--- config.mk ---
export PLATFORM = sky130hd
export DESIGN_NAME = mrSequencer
export DESIGN_NICKNAME = d
export VERILOG_FILES = /design/src/rtl/mrSeqPkg.sv /design/src/rtl/mrSeqCtrl.sv /design/src/rtl/mrSeqPath.sv /design/src/rtl/mrSequencer.sv
export SDC_FILE = /design/constraint.sdc
export NUM_CORES = 1
export LEC_CHECK = 0
export BUFFER_PORTS_ARGS = -buffer_cell sky130_fd_sc_hd__buf_2
export CAP_MARGIN = 20
export CORE_UTILIZATION = 45
export CTS_CLUSTER_DIAMETER = 150
export CTS_CLUSTER_SIZE = 28
export DETAILED_ROUTE_END_ITERATION = 10
export PLACE_DENSITY_LB_ADDON = 0.25
export SLEW_MARGIN = 15
export SYNTH_ARGS = -nofsm -noshare
export SYNTH_HDL_FRONTEND = slang
export SYNTH_HIERARCHICAL = 1
export SYNTH_SLANG_ARGS = --single-unit
--- constraint.sdc ---
create_clock -name clk -period 4.5 [get_ports clk]
set_input_delay 0.9 -clock clk [delete_from_list [all_inputs] [get_ports clk]]
set_output_delay 0.9 -clock clk [all_outputs]
set_load 0.03 [all_outputs]
--- src/rtl/mrSeqPkg.sv ---
package mrSeqPkg;
  typedef enum logic [1:0] {S_IDLE, S_STEP, S_DONE} seqState_t;

  // strobes from control to datapath
  typedef struct packed {
    logic load;   // capture instruction operands
    logic step;   // current request accepted: clear bit, move pointer
  } seqCtl_t;
endpackage

--- src/rtl/mrSeqCtrl.sv ---
module mrSeqCtrl
  import mrSeqPkg::*;
(
  input  logic    clk,
  input  logic    rstN,
  input  logic    startValid,
  input  logic    startZero,
  input  logic    memReady,
  input  logic    lastStep,
  output seqCtl_t ctl,
  output logic    memReq,
  output logic    decodeStall,
  output logic    done
);
  seqState_t state, stateNext;

  always_comb begin
    stateNext = state;
    ctl.load  = 1'b0;
    ctl.step  = 1'b0;
    case (state)
      S_IDLE: if (startValid) begin
        ctl.load  = 1'b1;
        stateNext = startZero ? S_DONE : S_STEP;
      end
      S_STEP: if (memReady) begin
        ctl.step = 1'b1;
        if (lastStep) stateNext = S_DONE;
      end
      S_DONE:  stateNext = S_IDLE;
      default: stateNext = S_IDLE;
    endcase
  end

  always_ff @(posedge clk) begin
    if (!rstN) state <= S_IDLE;
    else       state <= stateNext;
  end

  assign memReq      = (state == S_STEP);
  assign done        = (state == S_DONE);
  assign decodeStall = memReq | ((state == S_IDLE) & startValid & ~startZero);
endmodule

--- src/rtl/mrSeqPath.sv ---
module mrSeqPath
  import mrSeqPkg::*;
#(
  parameter int NUM_REGS   = 16,
  parameter int ADDR_W     = 16,
  parameter int WORD_BYTES = 2,
  localparam int IDX_W     = $clog2(NUM_REGS)
) (
  input  logic                clk,
  input  logic                rstN,
  input  seqCtl_t             ctl,
  input  logic                startIsPop,
  input  logic [NUM_REGS-1:0] startMask,
  input  logic [ADDR_W-1:0]   startSp,
  output logic [IDX_W-1:0]    regIdx,
  output logic [ADDR_W-1:0]   memAddr,
  output logic                memWrite,
  output logic [ADDR_W-1:0]   spOut,
  output logic                lastStep
);
  localparam logic [ADDR_W-1:0] STRIDE = ADDR_W'(WORD_BYTES);

  logic [NUM_REGS-1:0] workMask;
  logic [ADDR_W-1:0]   sp;
  logic                isPop;
  logic [IDX_W-1:0]    hiIdx, loIdx;

  // highest and lowest set bit of the working mask
  always_comb begin
    hiIdx = '0;
    for (int i = 0; i < NUM_REGS; i++)
      if (workMask[i]) hiIdx = IDX_W'(i);
  end

  always_comb begin
    loIdx = '0;
    for (int i = NUM_REGS - 1; i >= 0; i--)
      if (workMask[i]) loIdx = IDX_W'(i);
  end

  assign regIdx   = isPop ? loIdx : hiIdx;
  assign memWrite = ~isPop;
  assign memAddr  = isPop ? sp : sp - STRIDE;
  assign spOut    = sp;
  assign lastStep = (workMask & (workMask - NUM_REGS'(1))) == '0;

  always_ff @(posedge clk) begin
    if (!rstN) begin
      workMask <= '0;
      sp       <= '0;
      isPop    <= 1'b0;
    end else if (ctl.load) begin
      workMask <= startMask;
      sp       <= startSp;
      isPop    <= startIsPop;
    end else if (ctl.step) begin
      workMask <= workMask & ~(NUM_REGS'(1) << regIdx);
      sp       <= isPop ? sp + STRIDE : sp - STRIDE;
    end
  end
endmodule

--- src/rtl/mrSequencer.sv ---
module mrSequencer
  import mrSeqPkg::*;
#(
  parameter int NUM_REGS   = 16,
  parameter int ADDR_W     = 16,
  parameter int WORD_BYTES = 2,
  localparam int IDX_W     = $clog2(NUM_REGS)
) (
  input  logic                clk,
  input  logic                rstN,
  input  logic                startValid,
  input  logic                startIsPop,
  input  logic [NUM_REGS-1:0] startMask,
  input  logic [ADDR_W-1:0]   startSp,
  input  logic                memReady,
  output logic                memReq,
  output logic                memWrite,
  output logic [ADDR_W-1:0]   memAddr,
  output logic [IDX_W-1:0]    regIdx,
  output logic                decodeStall,
  output logic                done,
  output logic [ADDR_W-1:0]   spOut
);
  seqCtl_t ctl;
  logic    lastStep;

  mrSeqCtrl i_ctrl (
    .clk(clk), .rstN(rstN), .startValid(startValid),
    .startZero(startMask == '0), .memReady(memReady), .lastStep(lastStep),
    .ctl(ctl), .memReq(memReq), .decodeStall(decodeStall), .done(done)
  );

  mrSeqPath #(.NUM_REGS(NUM_REGS), .ADDR_W(ADDR_W), .WORD_BYTES(WORD_BYTES)) i_path (
    .clk(clk), .rstN(rstN), .ctl(ctl), .startIsPop(startIsPop),
    .startMask(startMask), .startSp(startSp), .regIdx(regIdx),
    .memAddr(memAddr), .memWrite(memWrite), .spOut(spOut), .lastStep(lastStep)
  );
endmodule

==> results.json, run 1 <==
{
  "outcome": "finished, final reports clean",
  "critical_path.cell_chain": "nor4b_1 > nand3_1 > or2_2 > xnor2_1 > buf_2",
  "htree_levels": 2,
  "layout.filler_cells": 567,
  "clkSinkCount": 35,
  "whs_endpoint": "i_path/spOut[0]$_SDFFE_PN0P_",
  "cts_tree": "done",
  "pin_count_of_the_biggest_net_entering_global_routing": 58,
  "async_reset_ff_share_pct": 0,
  "max-clock-path-buffers": 2,
  "timing.fmax_ghz": 0.284,
  "yosysWarningCount": 6,
  "drv_cap": 0,
  "layout-drive-gt1-share_pct": 25.3,
  "register_bit_count_reported_by_yosys": 35,
  "worst_setup_end_kind": "output pin",
  "first_iter_violations": 175,
  "most_common_library_cell_in_the_layout_ignoring_fill_and_taps": "buf_2",
  "synth_cells": 348,
  "layout_worst_path_cycle_share_pct": 78.2,
  "critical_path.slowest_cell": "nor4b_1",
  "r2r-start": "i_path/isPop$_SDFFE_PN0P_",
  "synth-seq-area-share_pct": 26.2,
  "first_global_vias": 2490,
  "ir_drop_mv": 0.243,
  "layout.cell_area.non_filler_sq_mm": 0.00312,
  "routedWlPerCell_um": 14.7,
  "crit-reg2reg-capture": "i_path/spOut[13]$_SDFFE_PN0N_",
  "dp_slack_ns": 1.31,
  "final_antenna_net_count": 0,
  "final_nets": 445,
  "timing.setup.critical_path_class": "reg2out",
  "power_report.internal_total_uw": 673,
  "grt_remaining_overflow": 0,
  "slew_violations": 0,
  "post_cts.repair.setup_buffers": 0,
  "cts_hold_buf": 0,
  "pwr-share-seq_pct": 33.3,
  "power.share.clock_pct": 17.6,
  "max_slew_margin_pct": 43.1,
  "tightestPinTransition_ns": 0.841,
  "totalWireLength_um": 7070,
  "chipHeight_um": 79.0,
  "cts-root-buf": "clkbuf_8",
  "cts_made_buffers": 5,
  "report.final.setup_viol": 0,
  "hold_path.startpoint": "i_path/spOut[0]$_SDFFE_PN0P_",
  "antenna_found_initial": 0,
  "worst_ep_arrival_time_ns": 2.62,
  "drc_errors": 0,
  "worstSkewPairLatency_ns": 0.28,
  "synthesis.nets": 387,
  "worst_clock_skew_ns": 0.00691,
  "initial_utilization_pct": 47.6,
  "clk_pin_slew_ns": 0.07,
  "io_pins": 77,
  "grtUsageTotal_pct": 24.2,
  "r2r.worst_path.cells": 6,
  "syn_to_final_growth_pct": 17.0,
  "insertedDiodeCount": 0,
  "dpl_cell_area_sq_mm": 0.00304,
  "synth_cell_type_count": 63,
  "synth.avg_cell_area_sq_um": 7.67,
  "hold-path-cell-count": 2,
  "cp_data_required_time_ns": 3.60,
  "viasPerCell": 5.64,
  "grt_first_pass_wirelength_um": 11900,
  "final.setup.worst_slack_ns": 0.979,
  "leading_cell_types_in_the_layout_fill_and_taps_excluded": "buf_2, dfxtp_1, nand2_1",
  "hold_viol_final": 0,
  "leakage_uw": 0.00133,
  "power_density_mw_per_mm2": 399,
  "setup_total_negative_slack_ns": 0,
  "comb_power_share_pct": 49.1,
  "ys.flop_type": "dfxtp_1",
  "num_rows": 27,
  "worst_hold_path_type": "reg2reg",
  "crit_family": "simple AND/OR/NAND/NOR gates",
  "core_area_sq_mm": 0.00561,
  "worstPathMaxFanout": 18,
  "syn_area_sq_mm": 0.00267,
  "place.detailed.hpwl_um": 5190,
  "globalplace.congestion": 0.887,
  "timing.reg2reg.setup_slack_ns": 2.01,
  "p_total_uw": 1250,
  "numPortBuffers": 76,
  "power.switching_fraction_pct": 46.0,
  "worstSetupStartpointType": "flop",
  "detail_route.first_pass.iterations": 4,
  "number_of_synthesized_flops_with_an_enable_pin": 0,
  "setup_repair_after_global_routing_missed_its_margin": "no",
  "die-area_sq_mm": 0.00625,
  "finalCriticalPeriod_ns": 3.52,
  "crit_path_max_incr_delay_ns": 0.82,
  "die_width_um": 79.0,
  "post_cts_resized": 0,
  "power_switching_uw": 574,
  "critical_path.n_buffers_inverters": 1,
  "vias_after_detailed_routing": 2702
}
==> power by group through the flow <==
stage	Sequential (uW)	Combinational, uW	Clock [uW]
5_1_grt	423	665	243
4_1_cts	414	613	225
2_1_floorplan	414	460	0
3_5_place_dp	420	610	0
6_report	415	613	220
3_3_place_gp	418	605	0
==> flip-flops by register name (all words and copies together), names as in the netlist <==
| register | count |
|---|---|
| i_ctrl/state | 2 |
| i_path/spOut | 16 |
| i_path/isPop | 1 |
| i_path/workMask | 16 |
==> worst reg2reg max path, stage by stage, from the launching register on <==
cell	delay (ns)
dfxtp_1	0.49
nor4b_1	0.83
nand2_1	0.31
nor3_2	0.24
o21ai_0	0.14
xnor2_1	0.16
o211a_1	0.21
==> per-stage QoR <==
step,std cells,hold slack (ns),utilization (%)
2_1_floorplan,348,0.490,-
5_1_grt,479,0.584,55.7
3_3_place_gp,471,0.513,54.2
4_1_cts,479,0.551,55.7
3_5_place_dp,471,0.527,54.2
6_report,479,0.545,55.7
==> synth_stat cells, types with 3 or more instances <==
master	count	area share (%)
o31ai_1	6	1.7
or2_2	4	0.94
o21ai_1	4	0.75
buf_2	3	0.56
and2_1	10	2.3
a21oi_1	23	4.3
nand2_1	28	3.9
or3_1	3	0.70
o211a_1	4	1.5
o211ai_1	11	3.1
nand3_1	9	1.7
xnor2_1	16	5.2
nor2b_1	6	1.4
nand2b_1	17	4.0
and4_1	5	1.6
nor3b_1	3	0.84
inv_1	13	1.8
nor4_1	8	1.9
nor3_1	8	1.5
o21ai_0	22	4.1
clkbuf_1	19	2.7
nor2_1	23	3.2
dfxtp_1	35	26
mux2i_1	4	1.5
xor2_1	12	3.9
and3_1	5	1.2
==> layer usage <==
layer / GRT usage, % / routed length (um)
met1: 33.6 / 3340
met2: 36.3 / 3160
met3: 4.71 / 430
met4: 9.82 / 130
met5: 0 / 0
==> cells by family (layout without fill, tap and decap cells) <==
family / count (synthesis) / after routing / synth area share, %
buffers and inverters: 39 / 98 / 6.05
XOR/XNOR: 28 / 28 / 9.18
AO/OA/AOI/OAI: 91 / 91 / 22.8
AND/OR/NAND/NOR: 146 / 146 / 32.1
flip-flops: 35 / 35 / 26.2
multiplexers: 5 / 5 / 1.92
adder cells (fa/ha/maj): 4 / 4 / 1.69
==> worst max-delay path by stage <==
stage	startpoint	end	slack, ns	cells past startpoint
floorplan	i_path/spOut[1]$_SDFFE_PN0N_	memAddr[11]	1.35	6
global placement	i_path/isPop$_SDFFE_PN0P_	memAddr[11]	1.40	5
detailed placement	i_path/isPop$_SDFFE_PN0P_	memAddr[11]	1.31	5
CTS	i_path/isPop$_SDFFE_PN0P_	memAddr[11]	1.0	5
global route	i_path/isPop$_SDFFE_PN0P_	memAddr[15]	0.75	5
finish	i_path/isPop$_SDFFE_PN0P_	memAddr[11]	0.98	5
==> cell type report <==
class                      instances  area (sq um)  share of cell area (%)
clock buffer                       7          76.3                    2.44
tap                               72          90.1                    2.88
sequential                        35           701                    22.4
inverter                          13          48.8                    1.56
clock inverter                     1          5.00                   0.160
multi-input combinational        274          1810                    58.1
timing repair buffer              77           388                    12.4
Power figures use the tool's default switching activity.
==> run 2: changes to the inputs <==
clock period = 3 ns   (was 4.5 ns; I/O delays follow)
==> run 2 against run 1 <==
Combinational power up 53%. Largest cell class unchanged. Critical path depth unchanged. Worst hold slack improved by 0.0034 ns. Clock skew shrank 0.0027 ns. Design area up 2.1%. Sequential share of layout area shrank 0.47 points. First-iteration DRC count is 22% higher. Global-route usage shrank 1.2 points. Highest routed layer unchanged. Clock power rose by 100%. Register-to-register slack worse by 1.4 ns.
==> results.json, run 2 (same netlist as run 1, synthesis figures left out) <==
{
  "cp_data_required_time_ns": 2.40,
  "cts_made_buffers": 5,
  "syn_to_final_growth_pct": 19.4,
  "crit_path_max_incr_delay_ns": 0.53,
  "most_common_library_cell_in_the_layout_ignoring_fill_and_taps": "buf_2",
  "hold_viol_final": 0,
  "totalWireLength_um": 6960,
  "report.final.setup_viol": 0,
  "place.detailed.hpwl_um": 5130,
  "core_area_sq_mm": 0.00561,
  "power_report.internal_total_uw": 1130,
  "grt_remaining_overflow": 0,
  "worst_hold_slack_ns": 0.548,
  "r2r.worst_path.cells": 7,
  "outcome": "finished, final reports clean",
  "routedWlPerCell_um": 14.4,
  "whs_endpoint": "i_path/spOut[0]$_SDFFE_PN0P_",
  "ir_drop_mv": 0.297,
  "critical_path.n_buffers_inverters": 1,
  "io_pins": 77,
  "power_density_mw_per_mm2": 626,
  "tightestPinTransition_ns": 0.634,
  "setup_repair_after_global_routing_missed_its_margin": "no",
  "power.share.clock_pct": 22.2,
  "insertedDiodeCount": 0,
  "timing.reg2reg.setup_slack_ns": 0.60,
  "initial_utilization_pct": 47.6,
  "hold-path-cell-count": 2,
  "crit-reg2reg-capture": "i_ctrl/state[1]$_SDFFE_PN0P_",
  "cts_hold_buf": 0,
  "final.setup.worst_slack_ns": 0.165,
  "slew_violations": 0,
  "layout.cell_area.non_filler_sq_mm": 0.00319,
  "layout_worst_path_cycle_share_pct": 94.5,
  "drc_errors": 0,
  "first_global_vias": 2357,
  "worstPathMaxFanout": 8,
  "max_slew_margin_pct": 57.7,
  "drv_cap": 0,
  "chipHeight_um": 79.0,
  "leakage_uw": 0.00137,
  "dpl_cell_area_sq_mm": 0.00307,
  "clkSinkCount": 35,
  "cts-root-buf": "clkbuf_8",
  "worst_clock_skew_ns": 0.00420,
  "num_rows": 27,
  "antenna_found_initial": 0,
  "final_nets": 449,
  "pwr-share-seq_pct": 30.8,
  "viasPerCell": 5.58,
  "vias_after_detailed_routing": 2696,
  "numPortBuffers": 76,
  "die_width_um": 79.0,
  "die-area_sq_mm": 0.00625,
  "comb_power_share_pct": 47.0,
  "layout-drive-gt1-share_pct": 26.5,
  "power.switching_fraction_pct": 43.4,
  "worstSkewPairLatency_ns": 0.29,
  "globalplace.congestion": 0.883,
  "critical_path.cell_chain": "or2_2 > or4_1 > nor3_2 > xor2_1 > buf_2",
  "dp_slack_ns": 0.501,
  "pin_count_of_the_biggest_net_entering_global_routing": 50,
  "grtUsageTotal_pct": 23.0,
  "setup_total_negative_slack_ns": 0,
  "finalCriticalPeriod_ns": 2.83,
  "r2r-start": "i_path/workMask[8]$_SDFFE_PN0N_",
  "timing.fmax_ghz": 0.353,
  "worst_setup_end_kind": "output pin",
  "worst_hold_path_type": "reg2reg",
  "post_cts.repair.setup_buffers": 0,
  "critical_path.slowest_cell": "or4_1",
  "post_cts_resized": 0,
  "max-clock-path-buffers": 2,
  "leading_cell_types_in_the_layout_fill_and_taps_excluded": "buf_2, dfxtp_1, nand2_1",
  "cts_tree": "done",
  "worst_ep_arrival_time_ns": 2.23,
  "worstSetupStartpointType": "flop",
  "first_iter_violations": 213,
  "grt_first_pass_wirelength_um": 11400,
  "clk_pin_slew_ns": 0.07,
  "hold_path.startpoint": "i_path/spOut[0]$_SDFFE_PN0P_",
  "crit_family": "simple AND/OR/NAND/NOR gates",
  "htree_levels": 2,
  "final_antenna_net_count": 0,
  "timing.critical_path.depth": 5,
  "detail_route.first_pass.iterations": 4,
  "power_switching_uw": 867,
  "timing.setup.critical_path_class": "reg2out"
}
run 2: cell count changes in the layout (fill, tap and decap cells not counted), sizes merged:
cell    change
clkbuf      -1
buf         +4
bufinv      +1
run 2: tightest hold or removal path: stages (launching register included):
cell and delay, ns:
dfxtp_1 0.32, mux2i_1 0.12, nor2b_1 0.06
run 2: per-layer routing:
layer	track usage, %	part of all wire, %
met5	0	0
met3	5.75	6.8
met4	6.91	0.96
met2	34.8	44
met1	31.8	48
run 2: layout make-up:
type                            count  area, sq um
Clock buffer                        6         82.6
Clock inverter                      2         35.0
Fill cell                         562         2420
Inverter                           13         48.8
Multi-Input combinational cell    274         1810
Sequential cell                    35          701
Tap cell                           72         90.1
Timing Repair Buffer               81          418
run 2: power groups by stage:
stage / Combinational (uW) / Sequential [uW] / Clock, uW
after global placement: 926 / 620 / 0
after global routing: 1010 / 625 / 478
after floorplan: 691 / 620 / 0
after detailed placement: 933 / 623 / 0
after CTS: 936 / 612 / 451
final: 937 / 614 / 443
run 2: stage by stage:
stage / cells / util, % / total power (uW)
after floorplan: 348 / - / 1310
after global placement: 475 / 54.8 / 1550
after detailed placement: 475 / 54.8 / 1560
after CTS: 483 / 56.9 / 2000
after global routing: 483 / 56.9 / 2110
final: 483 / 56.9 / 2000
run 2: worst max-delay path by stage:
stage,startpoint,to
floorplan,i_path/spOut[1]$_SDFFE_PN0N_,memAddr[11]
global placement,i_path/spOut[9]$_SDFFE_PN0N_,memAddr[14]
detailed placement,i_path/spOut[9]$_SDFFE_PN0N_,memAddr[15]
CTS,i_path/spOut[9]$_SDFFE_PN0N_,memAddr[15]
global route,i_path/spOut[1]$_SDFFE_PN0N_,memAddr[11]
finish,i_path/spOut[9]$_SDFFE_PN0N_,memAddr[15]
==> run 3: changes to the inputs <==
GPL_TIMING_DRIVEN = 0   (was not set)
==> run 3 against run 2 <==
Final cell count rose by 4.1%. Die area did not move. Worst hold slack got worse by 0.023 ns. Combinational power rose by 7%. Worst setup slack got worse by 0.064 ns. Total power fell by 3.4%. Clock-buffer cell count did not move. Maximum frequency fell by 2.2%.
==> results.json, run 3 (same netlist as run 1, synthesis figures left out) <==
{
  "first_iter_violations": 197,
  "syn_to_final_growth_pct": 21.5,
  "num_rows": 27,
  "viasPerCell": 5.60,
  "cts_made_buffers": 5,
  "report.final.setup_viol": 0,
  "outcome": "finished, final reports clean",
  "r2r-start": "i_path/workMask[8]$_SDFFE_PN0N_",
  "worstSkewPairLatency_ns": 0.29,
  "power_density_mw_per_mm2": 595,
  "max-clock-path-buffers": 2,
  "totalWireLength_um": 7570,
  "pin_count_of_the_biggest_net_entering_global_routing": 11,
  "initial_utilization_pct": 47.6,
  "critical_path.startpoint": "i_path/spOut[3]$_SDFFE_PN0N_",
  "place.detailed.hpwl_um": 5720,
  "chipHeight_um": 79.0,
  "final_nets": 470,
  "insertedDiodeCount": 0,
  "drc_errors": 0,
  "finalCriticalPeriod_ns": 2.90,
  "timing.fmax_ghz": 0.345,
  "leading_cell_types_in_the_layout_fill_and_taps_excluded": "buf_2, dfxtp_1, nand2_1",
  "die-area_sq_mm": 0.00625,
  "grt_remaining_overflow": 0,
  "io_pins": 77,
  "hold_path.startpoint": "i_ctrl/state[1]$_SDFFE_PN0P_",
  "grtUsageTotal_pct": 25.1,
  "layout-drive-gt1-share_pct": 25.3,
  "worstPathMaxFanout": 7,
  "slew_violations": 0,
  "hold_viol_final": 0,
  "first_global_vias": 2562,
  "dpl_cell_area_sq_mm": 0.00314,
  "htree_levels": 2,
  "die_width_um": 79.0,
  "tightestPinTransition_ns": 0.566,
  "cp_data_required_time_ns": 2.40,
  "ir_drop_mv": 0.356,
  "routedWlPerCell_um": 15.0,
  "setup_total_negative_slack_ns": 0,
  "antenna_found_initial": 0,
  "worst_hold_path_type": "reg2reg",
  "post_cts.repair.setup_buffers": 0,
  "timing.setup.critical_path_class": "reg2out",
  "leakage_uw": 0.00139,
  "detail_route.first_pass.iterations": 5,
  "numPortBuffers": 76,
  "cts-root-buf": "clkbuf_8",
  "worst_clock_skew_ns": 0.0117,
  "core_area_sq_mm": 0.00561,
  "globalplace.congestion": 0.874,
  "grt_first_pass_wirelength_um": 12300,
  "cts_tree": "done",
  "vias_after_detailed_routing": 2818,
  "clkSinkCount": 35,
  "drv_cap": 0,
  "setup_repair_after_global_routing_missed_its_margin": "no",
  "worst_ep_arrival_time_ns": 2.30,
  "most_common_library_cell_in_the_layout_ignoring_fill_and_taps": "buf_2",
  "worstSetupStartpointType": "flop",
  "final_antenna_net_count": 0,
  "layout_worst_path_cycle_share_pct": 96.6,
  "worst_setup_end_kind": "output pin",
  "layout.cell_area.non_filler_sq_mm": 0.00324,
  "clk_pin_slew_ns": 0.07,
  "layout.filler_cells": 562,
  "max_slew_margin_pct": 62.0
}
## run 3: cell count changes in the layout (fill, tap and decap cells not counted)
cell       change
buf_6          +1
buf_1          +2
buf_4          -4
nor3b_2        +1
nor4b_1        -1
bufinv_16      -1
buf_2          +3
clkbuf_1      +19
nor3b_4        -1
nor4b_4        +1
## run 3: per-layer routing
layer	part of all wire, %	vias up	track usage [%]	wire length (um)
li1	-	1402	-	-
met4	1.3	0	8.36	101
met2	46	104	39.5	3450
met5	0	-	0	0
met3	6.7	8	4.48	510
met1	46	1304	34.3	3510
## run 3: path summary, 6_finish.rpt
path                                  end  slack (ns)  cells past startpoint
max                           memAddr[14]        0.10                      6
min          i_ctrl/state[1]$_SDFFE_PN0P_        0.52                      1
max reg2reg  i_ctrl/state[1]$_SDFFE_PN0P_        0.46                      8
min reg2reg  i_ctrl/state[1]$_SDFFE_PN0P_        0.52                      1
## run 3: power breakdown
part           leakage, uW  internal (uW)  switching (uW)
combinational      0.00106            349             651
clock            0.0000470            180             169
sequential        0.000289            516            63.3
## run 3: final cells by class
cell class              instances  area [sq um]  share of cell area, %
inverters                      13          48.8                   1.50
plain buffers                  26           113                   3.47
multi-input cells             274          1820                   56.2
flip-flops and latches         35           701                   21.6
repair buffers                 76           380                   11.7
clock buffers                   6          82.6                   2.55
clock inverters                 1          5.00                  0.154
well taps                      72          90.1                   2.78
## run 3: what timing repair did
action | 4_1_cts | 5_1_grt
hold buffers | 0 | 0
resized for setup | 1 | 1
setup endpoints to repair | 3 | 3
## run 3: metrics by stage
stage | util (%) | total power [uW] | hold WS [ns] | std cells | setup slack, ns
after global placement | 56.0 | 1560 | 0.515 | 496 | 0.141
after floorplan | - | 1310 | 0.490 | 348 | 0.153
after detailed placement | 56.0 | 1570 | 0.524 | 496 | 0.105
after CTS | 57.7 | 1930 | 0.529 | 503 | 0.0974
after global routing | 57.8 | 2050 | 0.551 | 503 | 0.0100
final | 57.8 | 1930 | 0.525 | 503 | 0.101
## run 3: worst max-delay path, cell delays in order, from the launching register on
cell     delay, ns
dfxtp_1       0.31
buf_2         0.17
or4_4         0.54
or3_4         0.40
nor4_4        0.20
xor2_1        0.18
buf_2         0.22
